### src/rtl/tick_timer_pkg.sv
package tick_timer_pkg;
  localparam int BUS_W = 32;

  // word index = byte address [ADDR_W-1:2]
  typedef enum logic [1:0] {
    WSEL_CTRL   = 2'd0,
    WSEL_RELOAD = 2'd1,
    WSEL_CUR    = 2'd2,
    WSEL_CAL    = 2'd3
  } word_sel_e;

  localparam int CB_RUN  = 0;
  localparam int CB_IE   = 1;
  localparam int CB_SRC  = 2;
  localparam int CB_ZERO = 16;
  localparam int CAL_NOREF_BIT = 31;
  localparam int CAL_SKEW_BIT  = 30;
endpackage

### src/rtl/tick_ref_sync.sv
module tick_ref_sync #(
  parameter int STAGES = 2
) (
  input  logic clk,
  input  logic rst,
  input  logic async_i,
  output logic rise_o
);
  // STAGES synchronizing flops plus one history flop for edge detection
  logic [STAGES:0] shift_q;

  always_ff @(posedge clk) begin
    if (rst) shift_q <= '0;
    else     shift_q <= {shift_q[STAGES-1:0], async_i};
  end

  assign rise_o = shift_q[STAGES-1] & ~shift_q[STAGES];

  AST_EDGE_SINGLE: assert property (@(posedge clk) disable iff (rst)
    rise_o |=> !rise_o);
endmodule

### src/rtl/tick_down_counter.sv
module tick_down_counter #(
  parameter int CNT_W = 24
) (
  input  logic             clk,
  input  logic             rst,
  input  logic             tick_i,
  input  logic             clr_i,
  input  logic [CNT_W-1:0] reload_i,
  output logic [CNT_W-1:0] cnt_o,
  output logic             zero_hit_o
);
  logic [CNT_W-1:0] cnt_q;

  always_ff @(posedge clk) begin
    if (rst)                cnt_q <= '0;
    else if (clr_i)         cnt_q <= '0;
    else if (tick_i) begin
      if (cnt_q == '0)      cnt_q <= reload_i;
      else                  cnt_q <= cnt_q - 1'b1;
    end
  end

  assign cnt_o      = cnt_q;
  assign zero_hit_o = tick_i && !clr_i && (cnt_q == CNT_W'(1));

  AST_CLR_ZEROES: assert property (@(posedge clk) disable iff (rst)
    clr_i |=> (cnt_o == '0));
  AST_WRAP_LOADS: assert property (@(posedge clk) disable iff (rst)
    (tick_i && !clr_i && cnt_o == '0) |=> (cnt_o == $past(reload_i)));
  AST_STEP_DOWN: assert property (@(posedge clk) disable iff (rst)
    (tick_i && !clr_i && cnt_o != '0) |=> (cnt_o == CNT_W'($past(cnt_o) - 1'b1)));
  AST_PARK_ZERO: assert property (@(posedge clk) disable iff (rst)
    (tick_i && cnt_o == '0 && reload_i == '0) |=> (cnt_o == '0));
  AST_IDLE_HOLD: assert property (@(posedge clk) disable iff (rst)
    (!tick_i && !clr_i) |=> $stable(cnt_o));
endmodule

### src/rtl/tick_timer.sv
module tick_timer
  import tick_timer_pkg::*;
#(
  parameter int               CNT_W       = 24,
  parameter bit               HAS_REF     = 1'b1,
  parameter bit               CAL_SKEW    = 1'b1,
  parameter logic [CNT_W-1:0] CAL_TENMS   = 24'd2499999,
  parameter int               SYNC_STAGES = 2,
  parameter int               ADDR_W      = 4
) (
  input  logic              clk,
  input  logic              rst,
  input  logic              ref_clk_i,
  input  logic              bus_sel_i,
  input  logic              bus_wr_i,
  input  logic [ADDR_W-1:0] bus_addr_i,
  input  logic [31:0]       bus_wdata_i,
  output logic [31:0]       bus_rdata_o,
  output logic              irq_pending_o,
  input  logic              irq_ack_i
);
  localparam int WORD_W = ADDR_W - 2;
  localparam int PAD_W  = BUS_W - CNT_W;

  logic [WORD_W-1:0] word;
  logic hit_ctrl, hit_reload, hit_cur, hit_cal;
  logic wr_ctrl, wr_reload, wr_cur, rd_ctrl, rd_any;

  assign word       = bus_addr_i[ADDR_W-1:2];
  assign hit_ctrl   = (word == WORD_W'(WSEL_CTRL));
  assign hit_reload = (word == WORD_W'(WSEL_RELOAD));
  assign hit_cur    = (word == WORD_W'(WSEL_CUR));
  assign hit_cal    = (word == WORD_W'(WSEL_CAL));
  assign wr_ctrl    = bus_sel_i &  bus_wr_i & hit_ctrl;
  assign wr_reload  = bus_sel_i &  bus_wr_i & hit_reload;
  assign wr_cur     = bus_sel_i &  bus_wr_i & hit_cur;
  assign rd_any     = bus_sel_i & ~bus_wr_i;
  assign rd_ctrl    = rd_any & hit_ctrl;

  logic unused_bus_bits;
  assign unused_bus_bits = ^{bus_wdata_i[BUS_W-1:CNT_W], bus_addr_i[1:0], hit_cal};

  // control and reload state
  logic             run_q, ie_q, src_q;
  logic [CNT_W-1:0] reload_q;

  always_ff @(posedge clk) begin
    if (rst) begin
      run_q <= 1'b0;
      ie_q  <= 1'b0;
      src_q <= 1'b1;
    end else if (wr_ctrl) begin
      run_q <= bus_wdata_i[CB_RUN];
      ie_q  <= bus_wdata_i[CB_IE];
      src_q <= HAS_REF ? bus_wdata_i[CB_SRC] : 1'b1;
    end
  end

  always_ff @(posedge clk) begin
    if (rst)            reload_q <= '0;
    else if (wr_reload) reload_q <= bus_wdata_i[CNT_W-1:0];
  end

  // tick generation
  logic ref_rise, tick;

  tick_ref_sync #(.STAGES(SYNC_STAGES)) u_sync (
    .clk     (clk),
    .rst     (rst),
    .async_i (ref_clk_i),
    .rise_o  (ref_rise)
  );

  assign tick = run_q & (src_q | ref_rise);

  // counter
  logic [CNT_W-1:0] cnt;
  logic             zero_hit;

  tick_down_counter #(.CNT_W(CNT_W)) u_cnt (
    .clk        (clk),
    .rst        (rst),
    .tick_i     (tick),
    .clr_i      (wr_cur),
    .reload_i   (reload_q),
    .cnt_o      (cnt),
    .zero_hit_o (zero_hit)
  );

  // sticky flag and interrupt request
  logic zero_flag_q;

  always_ff @(posedge clk) begin
    if (rst)                    zero_flag_q <= 1'b0;
    else if (zero_hit)          zero_flag_q <= 1'b1;
    else if (rd_ctrl || wr_cur) zero_flag_q <= 1'b0;
  end

  always_ff @(posedge clk) begin
    if (rst)                    irq_pending_o <= 1'b0;
    else if (zero_hit && ie_q)  irq_pending_o <= 1'b1;
    else if (irq_ack_i)         irq_pending_o <= 1'b0;
  end

  // read mux and registered read port
  logic [BUS_W-1:0] ctrl_word, cal_word, rd_word;

  always_comb begin
    ctrl_word           = '0;
    ctrl_word[CB_RUN]   = run_q;
    ctrl_word[CB_IE]    = ie_q;
    ctrl_word[CB_SRC]   = src_q;
    ctrl_word[CB_ZERO]  = zero_flag_q;
    cal_word                = {{PAD_W{1'b0}}, CAL_TENMS};
    cal_word[CAL_NOREF_BIT] = ~HAS_REF;
    cal_word[CAL_SKEW_BIT]  = CAL_SKEW;
  end

  always_comb begin
    case (word_sel_e'(word[1:0]))
      WSEL_CTRL:   rd_word = ctrl_word;
      WSEL_RELOAD: rd_word = {{PAD_W{1'b0}}, reload_q};
      WSEL_CUR:    rd_word = {{PAD_W{1'b0}}, cnt};
      default:     rd_word = cal_word;
    endcase
  end

  always_ff @(posedge clk) begin
    if (rst)         bus_rdata_o <= '0;
    else if (rd_any) bus_rdata_o <= rd_word;
  end

  AST_CUR_WR_NO_IRQ: assert property (@(posedge clk) disable iff (rst)
    (wr_cur && !irq_pending_o) |=> !irq_pending_o);
  AST_IRQ_STICKY: assert property (@(posedge clk) disable iff (rst)
    (irq_pending_o && !irq_ack_i) |=> irq_pending_o);
  AST_IRQ_NEEDS_IE: assert property (@(posedge clk) disable iff (rst)
    (!irq_pending_o && !ie_q) |=> !irq_pending_o);
  AST_FLAG_CLEARS: assert property (@(posedge clk) disable iff (rst)
    (rd_ctrl && !zero_hit) |=> !zero_flag_q);
  AST_RD_HOLD: assert property (@(posedge clk) disable iff (rst)
    !rd_any |=> $stable(bus_rdata_o));
endmodule

### config.mk
export PLATFORM = sky130hd
export DESIGN_NAME = tick_timer
export DESIGN_NICKNAME = d
export VERILOG_FILES = /design/src/rtl/tick_timer_pkg.sv /design/src/rtl/tick_ref_sync.sv /design/src/rtl/tick_down_counter.sv /design/src/rtl/tick_timer.sv
export SDC_FILE = /design/constraint.sdc
export NUM_CORES = 1
export LEC_CHECK = 0
export ABC_CLOCK_PERIOD_IN_PS = 2140
export BUFFER_PORTS_ARGS = -buffer_cell sky130_fd_sc_hd__buf_2
export CORE_MARGIN = 3
export CORE_UTILIZATION = 50
export DETAILED_ROUTE_END_ITERATION = 8
export PLACE_DENSITY_LB_ADDON = 0.25
export SLEW_MARGIN = 10
export SYNTH_ARGS = -nofsm -noshare
export SYNTH_HDL_FRONTEND = slang
export SYNTH_SLANG_ARGS = --single-unit
### constraint.sdc
create_clock -name clk -period 2.14 [get_ports clk]
set_clock_uncertainty 0.15 [all_clocks]
set_input_delay 0.321 -clock clk [delete_from_list [all_inputs] [get_ports clk]]
set_output_delay 0.321 -clock clk [all_outputs]
set_load 0.02 [all_outputs]
; ---- After elaboration in Yosys (flattened, before gate mapping)
; Cells that the tools add are included.
; W data, S select, Z words.
[op_classes]
mul = 0
div = 0
reduce_logical = 10
n_addsub = 1
n_shift = 0
eq_ne = 3
n_mux = 6
n_lt_le_gt_ge = 0
bitwise_logic = 11
[ops]
columns = cell, n
row1 = $pmux W31 S3, 1
row2 = $eq A24 B1 Y1 const B, 1
row3 = $logic_not A24 Y1, 1
row4 = $mux W24, 1
row5 = $sub A24 B1 Y24 const B, 1
row6 = $and A1 B1 Y1, 8
row7 = $mux W1, 4
row8 = $reduce_bool A2 Y1, 2
row9 = $logic_and A1 B1 Y1, 3
row10 = $eq A2 B1 Y1 const B, 1
row11 = $eq A2 B2 Y1 const B, 1
row12 = $logic_not A2 Y1, 1
row13 = $not A1 Y1, 2
row14 = $reduce_or A2 Y1, 1
row15 = $logic_not A1 Y1, 1
row16 = $logic_or A1 B1 Y1, 1
row17 = $or A1 B1 Y1, 1
[totals]
mem_bits_ro = 0
wordCells = 40
output_inout_bits = 33
ramBits = 0
register_bits = 88
mem_count = 0
latch_bits = 0
in_bits = 42

; ---- Longest topological paths before layout
; Gate-level depths: netlist of run 1.
[depth]
depth_word = 8
ltp_mapped = 8
depth_no_buf = 7

; ---- Hierarchy
; A second synthesis of run 1 with hierarchy kept.
[hier_totals]
hier_cells = 481
area_unflattened_um2 = 3960.0
[modules_own_cells]
columns = module, instances, seq_area_each_um2, area_each_um2, cells_each
row1 = tick_timer, 1, 1081.0, 2287.2, 268
row2 = tick_down_counter, 1, 480.5, 1585.3, 206
row3 = tick_ref_sync, 1, 60.1, 87.6, 7

; ---- Worst setup path after synthesis of run 1
; OpenSTA, ideal clock, no wires.
[synth_timing]
path_type = reg-to-reg
startpoint = reg u_cnt.cnt_q[0], in the netlist u_cnt.cnt_o[0]
endpoint = reg u_cnt.cnt_q[18], in the netlist u_cnt.cnt_o[18]
required_time_ns = 1.873
synth_period_minus_slack_ns = 2.223
t_arrival_ns = 1.956
slack_ns = -0.083
path_stages_with_launch = 9
path_cell_list = dfxtp_1 > inv_1 > ha_1 > or4b_1 > nor4_2 > nand2_2 > buf_6 > a32o_1 > a32o_1
[synth_via]
elab_chain_len = 2
elab_cells_between_ends = 3
[synth_lines]
columns = element, line_no
row1 = "start, declared", tick_down_counter.sv:12  ; logic [CNT_W-1:0] cnt_q;
row2 = "start signal, assigned", tick_down_counter.sv:18  ; if (cnt_q == '0) cnt_q <= reload_i;
row3 = "start signal, assigned", tick_down_counter.sv:19  ; else cnt_q <= cnt_q - 1'b1;
row4 = $sub A24 B1 Y24 / $logic_not A24 Y1 (equally long branches), "tick_down_counter.sv:19, tick_down_counter.sv:18"
row5 = $mux W24 (*), tick_down_counter.sv:18
; Mark *: on every way between the ends. The rest lies on a longest branch, timed or not.
; A chain may end at the register's enable or synchronous reset.

; ---- Worst setup path in the final report of run 1
[layout_timing]
startpoint = reg u_cnt.cnt_q[15], in the netlist u_cnt.cnt_o[15]
endpoint = reg u_cnt.cnt_q[8], in the netlist u_cnt.cnt_o[8]
[layout_via]
elab_chain_len = 2
[layout_lines]
columns = element, line_no
row1 = $logic_not A24 Y1, tick_down_counter.sv:18
row2 = $mux W24, tick_down_counter.sv:18
; Every way passes these cells.

==> results of run 1 <==
## per-layer routing
layer | part of all wire, % | vias up
li1 | - | 1997
met1 | 43 | 2010
met2 | 45 | 208
met3 | 9.5 | 36
met4 | 2.9 | 0
met5 | 0 | -
## sequential cells by signal, summed over array words and instances (netlist names)
register and count:
bus_rdata_o 25, reload_q 24, u_cnt.cnt_o 24, u_sync.shift_q 3
ie_q 1, irq_pending_o 1, run_q 1, src_q 1
zero_flag_q 1
## cells by family after synthesis
group | after synthesis | synth area share [%]
buffers and inverters | 56 | 6.715
and+or+nand+nor | 207 | 26.29
other | 1 | 0.09449
AOI/OAI and AO/OA | 140 | 23.52
muxes | 6 | 1.576
DFF | 81 | 40.86
adders and majority gates | 3 | 0.9459
## worst max-delay path, stage by stage, from the launching register on
cell and delay [ns]:
dfxtp_2 0.33, or4_4 0.56, buf_4 0.17, nor3_4 0.24, buf_6 0.15, nand2_4 0.07, buf_6 0.15, mux2i_1 0.16
o22ai_1 0.11
## layout by cell type (no fill, tap or decap), types with 3 or more instances in the layout
cell	Yosys	routed
a211oi_1	11	10
dfxtp_1	81	77
o22ai_1	4	4
o21ai_0	18	12
nand3_1	16	14
nor2b_1	9	8
buf_4	7	54
nand2_1	74	74
mux2i_1	4	4
clkbuf_8	0	9
a32o_1	5	5
dfxtp_2	0	3
a221oi_1	13	11
buf_2	3	57
and3_1	6	5
inv_1	11	9
nor3_2	1	5
a32oi_2	0	3
or3_1	5	5
buf_6	2	11
a221oi_2	1	3
a31oi_1	7	7
o21ai_1	5	6
o221ai_1	3	3
conb_1	1	7
nor4_1	3	3
or4_4	1	3
nor3_1	29	24
o21ai_2	1	6
buf_12	0	6
a21oi_1	45	43
nand4_1	7	7
nor2_1	36	35
## area by class of cell
| cell class | count | area share, % |
|---|---|---|
| well taps | 99 | 2.340 |
| inverters | 11 | 0.8272 |
| clock inverters | 7 | 2.151 |
| flip-flops and latches | 81 | 30.77 |
| multi-input cells | 363 | 43.91 |
| clock buffers | 9 | 2.340 |
| repair buffers | 128 | 17.66 |
## worst min-delay path by stage
stage                   endpoint         startpoint  slack [ns]
6_report       u_sync.shift_q[0]          ref_clk_i        0.02
5_1_grt             reload_q[20]    bus_wdata_i[20]        0.03
4_1_cts             reload_q[23]    bus_wdata_i[23]        0.02
3_5_place_dp   u_sync.shift_q[1]  u_sync.shift_q[0]        0.29
3_3_place_gp   u_sync.shift_q[1]  u_sync.shift_q[0]        0.27
2_1_floorplan  u_sync.shift_q[1]  u_sync.shift_q[0]        0.26
## Yosys cell counts, types with 5 or more instances
master and number:
clkbuf_1 30, nand3_1 16, nand4_1 7, o21ai_1 5
a31oi_1 7, or3_1 5, buf_4 7, dfxtp_1 81
nor2b_1 9, a211oi_1 11, o21ai_0 18, inv_1 11
a32o_1 5, nor3_1 29, nand2_1 74, nor2_1 36
a21oi_1 45, a221oi_1 13, and3_1 6
## timing repair
| item | CTS | global route |
|---|---|---|
| hold endpoints to repair | 0 | 0 |
| pin swaps | 20 | 26 |
| cloned | 0 | 0 |
| setup buffers | 3 | 5 |
| endpoints found under the setup margin | 22 | 26 |
| gates resized for setup | 21 | 34 |
## report_power, final
part,switching [mW],internal (mW)
clock,0.640,0.683
combinational,1.06,0.969
sequential,0.0390,1.57
total,1.73,3.22
==> results.txt, run 1 <==
Tightest Hold Check Type - in -> reg
Iteration-0 DRC Markers - 319
hold depth - 2
failing checks - setup timing
Synth cell types - 64
sequential share of the synthesized area - 40.86%
vias in the first global route - 3979
fillcell total - 601
Seq cells post-synth - 81
Max clock buf depth - 2
Boundary Pins - 75
Final Critical Period - 2.196 ns
initial core utilization - 53.02%
CP Max Fanout - 4
Post-synth EDFFs - 0
GR Layer Usage met3 - 6.709%
Reg clk slew, reported paths - 0.09 ns
Fin. Hold Viols - 0
DRC viols - 0
vias - 4251
Mapped Cells - 494
met1 usage - 40.74%
Tot GR Track Use - 29.51%
Final Worst Setup Slack - -0.05601 ns
Cell Area, Synth - 3969 µm²
nets@finish - 639
Synth async-reset ratio - 0%
Slew Viols, Final - 0
Area after DPL - 4758 µm²
via density per instance - 6.090
drt total wl - 12900 µm
cts-stage hold buffer count - 0
cts bufs inserted - 9
PwrDens - 935.3 nW/µm²
worst-margin pin slew - 0.5842 ns
run status - complete, but fails checks
post-route cell area - 5294 µm²
P_leak - 2.149 nW
Worst-Skew Late Latency - 0.37 ns
worst vdd ir - 0.5524 mV
syn avg cell area - 8.034 µm²
DIE WIDTH - 95.10 µm
synth warn - 0
crit path kind - reg -> reg
Antenna diodes - 0
dpl ws - -0.1060 ns
pin count of the biggest net entering global routing - 57
clock sinks - 81
post-synth top area share - 40.86%
final std cells w/o fill - 698
main flop type after synthesis - dfxtp_1
max-cap viol count - 0
CTS tree - built
Detailed Routing Iterations Pass 1 - 6
crit end category - flop
Max transition margin - 61.05%
Critical Path RT - 2.24 ns
reg-to-reg setup timing slack - -0.06 ns
setup total negative slack - -0.3661 ns
GR peak layer - met2
# rows - 31
Area Growth Syn to Fin - 33.39%
reg2reg start - u_cnt.cnt_o[15]
Worst setup endpoint - u_cnt.cnt_o[8]
fin util - 70.72%
worst r2r path cells - 8
dominant cell type by area after synthesis - dfxtp_1
routability cong. - 0.9664
overall power - 4.951 mW
M2 GR Usage - 44.72%
dominant cells by area after synthesis - dfxtp_1 (41%), nand2_1 (7.0%), a21oi_1 (5.7%)
Reg2Reg Capture Point - u_cnt.cnt_o[8]
global-route wire length before repair - 20330 µm
CP Launch Type - flop
ANT nets after route - 0
grt total ovfl - 0
WP data arrival - 2.30 ns
# port buffers - 57
unrepaired setup endpoints after global routing - true
root buf cell - clkbuf_8
register area - 1629 µm²
die area - 9043 µm²
htree depth - 3
Core Region - 7486 µm²
initial antenna violation count - 0
CP startpoint - u_cnt.cnt_o[15]
Placed Instances - 675
Die H - 95.10 µm
WHS - 0.02302 ns
Routed WL per cell - 18.48 µm
setup violators final - 13
Final Cycle Share - 102.6%
final HPWL from detailed placement - 8961 µm
area of the multi-input gates - 2325 µm²
Fmax - 455.4 MHz
fraction of layout cells with a size suffix above 1 - 33.56%
No activity file was read; power rests on OpenSTA's default activity.
==> run 2, diff against run 1 <==
PLACE_DENSITY = 0.74   (was unset)
PLACE_DENSITY_LB_ADDON = unset   (was 0.25)
==> run 2 against run 1 <==
Effect of this change: the flow still finishes with violations (setup timing); global-route usage shrank 0.87 points; combinational power shrank 6%; sequential share of layout area grew 0.58 points; hold slack lost 0.0066 ns; power shrank 5.0%; final area shrank 1.9%; die area is the same; sequential cell count is the same; first-iteration DRC count grew 32%; routed wire length shrank 0.42%; critical endpoint is now u_cnt.cnt_o[2]; highest routed layer unchanged.
==> results.txt, run 2 (synthesis results as in run 1) <==
run status - complete, but fails checks
failing checks - setup timing
DIE WIDTH - 95.10 µm (unchanged)
nets@finish - 638 (-0.16%)
Tightest Hold Check Type - in -> reg
CP peak stage delay - 0.49 ns (-0.07 ns)
initial antenna violation count - 0 (unchanged)
Fin. Hold Viols - 0 (unchanged)
Worst setup endpoint - u_cnt.cnt_o[2]
crit end category - flop
Max transition margin - 61.12% (+0.065 points)
WHS - 0.01647 ns (-0.006551 ns)
PwrDens - 905.6 nW/µm² (-3.2%)
Tot GR Track Use - 28.64% (-0.87 points)
P_leak - 2.096 nW (-2.5%)
Core Region - 7486 µm² (unchanged)
htree depth - 3 (unchanged)
vias - 4279 (+0.66%)
ANT nets after route - 0 (unchanged)
CP Max Fanout - 6 (+2)
Placed Instances - 673 (-0.30%)
Final Critical Period - 2.201 ns (+0.004906 ns)
grt total ovfl - 0 (unchanged)
fraction of layout cells with a size suffix above 1 - 33.28% (-0.28 points)
worst vdd ir - 0.4986 mV (-9.7%)
reg2reg start - u_cnt.cnt_o[0]
largest reg by FF count - bus_rdata_o
CP delay by family, top - simple AND/OR/NAND/NOR gates
CP Launch Type - flop
Iteration-0 DRC Markers - 421 (+32%)
Routed WL per cell - 18.43 µm (-0.28%)
cts bufs inserted - 9 (unchanged)
die area - 9043 µm² (unchanged)
most frequent cells in the layout - dfxtp_1 (78), nand2_1 (74), buf_4 (60)
Fmax - 454.4 MHz (-0.22%)
via density per instance - 6.139 (+0.80%)
Antenna diodes - 0 (unchanged)
Crit path depth - 7 (-1)
root buf cell - clkbuf_8
Final Cycle Share - 102.8% (+0.23 points)
Critical Path RT - 2.25 ns (about the same)
Die H - 95.10 µm (unchanged)
# rows - 31 (unchanged)
final HPWL from detailed placement - 8717 µm (-2.7%)
Worst-Skew Late Latency - 0.36 ns (about the same)
Max clock buf depth - 2 (unchanged)
drt total wl - 12850 µm (-0.42%)
routability cong. - 0.9123 (-5.6%)
overall power - 4.702 mW (-5.0%)
initial core utilization - 53.02% (unchanged)
max reg flops - 25 (unchanged)
pin count of the biggest net entering global routing - 57 (unchanged)
CTS tree - built
global-route wire length before repair - 19820 µm (-2.5%)
reg-to-reg setup timing slack - -0.06 ns (about the same)
fillcell total - 598 (-0.50%)
unrepaired setup endpoints after global routing - true
CP startpoint - u_cnt.cnt_o[0]
Reg2Reg Capture Point - u_cnt.cnt_o[2]
clock sinks - 81 (unchanged)
DRC viols - 0 (unchanged)
Area Growth Syn to Fin - 30.83%
# port buffers - 57 (unchanged)
most used cell, CP - a32o_1
Cell Chain, Critical Path - inv_4, ha_4, or4b_4, nor4_4, nand2_2, a32o_1, a32o_1
setup violators final - 14 (+1)
worst-margin pin slew - 0.5788 ns (-0.005432 ns)
Final Worst Setup Slack - -0.06092 ns (-0.004906 ns)
Detailed Routing Iterations Pass 1 - 7 (+1)
Slowest-stage cell, CP - or4b_4
max-cap viol count - 0 (unchanged)
most common cell after layout, fill and taps aside - dfxtp_1
cts-stage hold buffer count - 0 (unchanged)
worst r2r path cells - 7 (-1)
Buf+Inv Stages, Crit Path - 1 (-2)
Boundary Pins - 75 (unchanged)
crit path kind - reg -> reg
Slew Viols, Final - 0 (unchanged)
WP data arrival - 2.31 ns (about the same)
final std cells w/o fill - 697 (-0.14%)
Reg clk slew, reported paths - 0.09 ns (about the same)
vias in the first global route - 3841 (-3.5%)
==> run 2: worst min-delay path by stage <==
stage	startpoint	to	slack [ns]	cells past startpoint
3_3_place_gp	u_sync.shift_q[0]	u_sync.shift_q[1]	0.26	1
4_1_cts	ref_clk_i	u_sync.shift_q[0]	0.01	2
2_1_floorplan	u_sync.shift_q[0]	u_sync.shift_q[1]	0.26	1
3_5_place_dp	u_sync.shift_q[0]	u_sync.shift_q[1]	0.28	1
6_report	ref_clk_i	u_sync.shift_q[0]	0.02	2
5_1_grt	ref_clk_i	u_sync.shift_q[0]	0.03	2
==> run 2: per-stage QoR <==
stage | worst slack [ns] | util, % | TNS, ns | instance area (µm²)
3_3_place_gp | -0.1036 | 62.69 | -1.023 | 4693
3_5_place_dp | -0.1358 | 62.69 | -1.503 | 4693
4_1_cts | -0.05181 | 66.86 | -0.2044 | 5005
5_1_grt | -0.1092 | 69.36 | -1.289 | 5192
6_report | -0.06092 | 69.36 | -0.4299 | 5192
2_1_floorplan | -0.006319 | - | -0.007965 | 4029
==> run 2: timing repair <==
item / 4_1_cts / 5_1_grt
buffers inserted: 5 / 2
gates resized for setup: 14 / 36
endpoints found under the setup margin: 23 / 23
pin swaps: 15 / 17
cloned: 1 / 1
==> run 2: power breakdown <==
part / internal, mW / total [mW] / switching [mW]
Sequential: 1.57 / 1.61 / 0.0404
Clock: 0.584 / 1.21 / 0.622
Combinational: 0.833 / 1.89 / 1.06
==> run 2: area by class of cell <==
cell class	count	area [µm²]	share of cell area [%]
Clock buffer	10	137.6	2.651
Clock inverter	6	72.57	1.398
Inverter	11	43.79	0.8434
Multi-Input combinational cell	365	2352	45.30
Sequential cell	81	1628	31.35
Tap cell	99	123.9	2.386
Timing Repair Buffer	125	834.6	16.07
==> run 2: per-layer routing <==
layer / vias to the layer above / share of wire (%) / global-route usage, %
met5: - / 0 / 0
met4: 0 / 1.7 / 10.58
met3: 25 / 11 / 5.762
met2: 237 / 44 / 41.34
met1: 2028 / 43 / 41.92
li1: 1989 / - / -
==> run 3, diff against run 2 <==
ABC_AREA = 1   (was unset)
CORE_MARGIN = 5   (was 3)
CORE_UTILIZATION = 51   (was 50)
PLACE_DENSITY = 0.75   (was 0.74)
==> run 3 against run 2 <==
Effect of this change: count of clock-buffer cells in the layout unchanged; sequential share of layout area rose by 2.4 points; critical endpoint is now u_cnt.cnt_o[12]; via count up 0.30%; hold slack lost 0.0043 ns; largest cell class unchanged; the flow now finishes without violations; die area increased by 12%; setup slack better by 0.27 ns; critical path type unchanged; maximum frequency is 14% higher; critical path depth increased by 1.
==> results.txt, run 3 <==
grt total ovfl - 0 (unchanged)
vias - 4292 (+0.30%)
fraction of layout cells with a size suffix above 1 - 17.18% (-16 points)
most frequent cells in the layout - nand2_1 (103), nor2_1 (87), dfxtp_1 (81)
die area - 10150 µm² (+12%)
DRC viols - 0 (unchanged)
Worst-Skew Late Latency - 0.36 ns (about the same)
CP Max Fanout - 9 (+3)
drt total wl - 11060 µm (-14%)
Core Region - 8134 µm² (+8.7%)
crit end category - flop
DIE WIDTH - 100.8 µm (+6.0%)
initial core utilization - 51.65% (-1.4 points)
WP data arrival - 2.08 ns (-0.23 ns)
final HPWL from detailed placement - 8063 µm (-7.5%)
cts bufs inserted - 9 (unchanged)
CTS tree - built
# port buffers - 57 (unchanged)
global-route wire length before repair - 18490 µm (-6.7%)
post-cts resize count - 0 (-14)
worst r2r path cells - 8 (+1)
Synth cell types - 29 (-55%)
Mapped Cells - 624 (+26%)
clock sinks - 81 (unchanged)
Max clock buf depth - 2 (unchanged)
Routed WL per cell - 14.08 µm (-24%)
CP startpoint - u_cnt.cnt_o[0]
Synth async-reset ratio - 0% (unchanged)
Iteration-0 DRC Markers - 202 (-52%)
run status - finished clean
Final Worst Setup Slack - 0.2057 ns (+0.2667 ns)
largest reg by FF count - bus_rdata_o
worst vdd ir - 0.3878 mV (-22%)
Max transition margin - 58.89% (-2.2 points)
Post-synth EDFFs - 0 (unchanged)
Critical Path RT - 2.28 ns (+0.03 ns)
dominant cell type by area after synthesis - dfxtp_1
PwrDens - 857.3 nW/µm² (-5.3%)
Fin. Hold Viols - 0 (unchanged)
Final Cycle Share - 90.39% (-12 points)
Placed Instances - 771 (+15%)
postcts setup bufs - 0 (-5)
reg-to-reg setup timing slack - 0.21 ns (+0.27 ns)
Reg clk slew, reported paths - 0.08 ns (about the same)
pin count of the biggest net entering global routing - 53 (-7.0%)
ANT nets after route - 0 (unchanged)
Reg2Reg Capture Point - u_cnt.cnt_o[12]
Hold Startpoint - ref_clk_i
dpl ws - 0.2088 ns (+0.3446 ns)
Fmax - 517.0 MHz (+14%)
most common cell in the synthesized netlist - nand2_1
Slew Viols, Final - 0 (unchanged)
final std cells w/o fill - 786 (+13%)
via density per instance - 5.461 (-11%)
post-synth top area share - 38.59% (-2.3 points)
most common cell after layout, fill and taps aside - nand2_1
most frequent cells after synthesis - nand2_1 (103), nor2_1 (88), dfxtp_1 (81), o21ai_0 (77), inv_1 (73)
Detailed Routing Iterations Pass 1 - 5 (-2)
max reg flops - 25 (unchanged)
reg2reg start - u_cnt.cnt_o[0]
WHS - 0.01221 ns (-0.004251 ns)
htree depth - 3 (unchanged)
synth warn - 0 (unchanged)
sequential share of the synthesized area - 38.59% (-2.3 points)
crit path kind - reg -> reg
cts-stage hold buffer count - 0 (unchanged)
Antenna diodes - 0 (unchanged)
Worst setup endpoint - u_cnt.cnt_o[12]
nets@finish - 722 (+13%)
syn avg cell area - 6.733 µm² (-16%)
Cell Area, Synth - 4202 µm² (+5.9%)
initial antenna violation count - 0 (unchanged)
routability cong. - 0.8716 (-4.5%)
setup total negative slack - 0 ns (+0.4299 ns)
root buf cell - clkbuf_8
Final Critical Period - 1.934 ns (-0.2667 ns)
Tightest Hold Check Type - in -> reg
worst-margin pin slew - 0.6160 ns (+0.03721 ns)
# rows - 33 (+6.5%)
CP Launch Type - flop
max-cap viol count - 0 (unchanged)
P_leak - 2.208 nW (+5.3%)
overall power - 4.116 mW (-12%)
Die H - 100.8 µm (+6.0%)
Area Growth Syn to Fin - 14.26%
main flop type after synthesis - dfxtp_1
Tot GR Track Use - 22.69% (-5.9 points)
Boundary Pins - 75 (unchanged)
fillcell total - 812 (+36%)
dominant cells by area after synthesis - dfxtp_1 (39%), nand2_1 (9.2%), o21ai_0 (9.2%)
Seq cells post-synth - 81 (unchanged)
unrepaired setup endpoints after global routing - false
vias in the first global route - 4009 (+4.4%)
setup violators final - 0 (-14)
## run 3: worst min-delay path by stage
stage                   endpoint  slack (ns)  cells after the start
4_1_cts        u_sync.shift_q[0]       0.005                      3
3_5_place_dp   u_sync.shift_q[1]        0.25                      2
6_report       u_sync.shift_q[0]        0.01                      3
5_1_grt        u_sync.shift_q[0]        0.02                      3
3_3_place_gp   u_sync.shift_q[1]        0.24                      2
2_1_floorplan  u_sync.shift_q[1]        0.24                      2
## run 3: where the power goes
group | internal, mW | switching, mW
clock network | 0.573 | 0.584
logic | 0.469 | 0.862
registers | 1.58 | 0.0524
total | 2.62 | 1.50
## run 3: logic make-up after synthesis
group | synth area share (%)
flip-flops | 38.59
buffers and inverters | 11.46
AO/OA/AOI/OAI | 19.95
other | 0.08925
AND/OR/NAND/NOR | 29.01
adder cells (fa/ha/maj) | 0.8935
## run 3: final cells by class
cell class / count / area (µm²) / share of cell area [%]
tap: 105 / 131.4 / 2.737
inverter: 74 / 277.8 / 5.786
multi-input combinational: 436 / 2123 / 44.23
clock inverter: 5 / 63.81 / 1.329
clock buffer: 10 / 137.6 / 2.867
timing repair buffer: 75 / 445.4 / 9.278
sequential: 81 / 1622 / 33.78
## run 3: through the flow
| stage | instance area, µm² | utilization [%] |
|---|---|---|
| floorplan | 4224 | - |
| global placement | 4599 | 56.55 |
| detailed placement | 4599 | 56.55 |
| CTS | 4801 | 59.02 |
| global route | 4801 | 59.02 |
| finish | 4801 | 59.02 |
## run 3: critical path: stages (launching register included)
cell and delay (ns):
dfxtp_1 0.32, inv_1 0.19, ha_1 0.21, nand2_1 0.16
nor2_2 0.40, nand3_1 0.16, nand3_2 0.12, nand3_2 0.06
a21oi_2 0.12
## run 3: metal layers
metal	GRT usage (%)	up-vias	part of all wire [%]
met5	0	-	0
met4	10.88	0	3.2
met3	4.221	27	6.2
met2	36.35	168	45
met1	29.35	1966	45
li1	-	2131	-
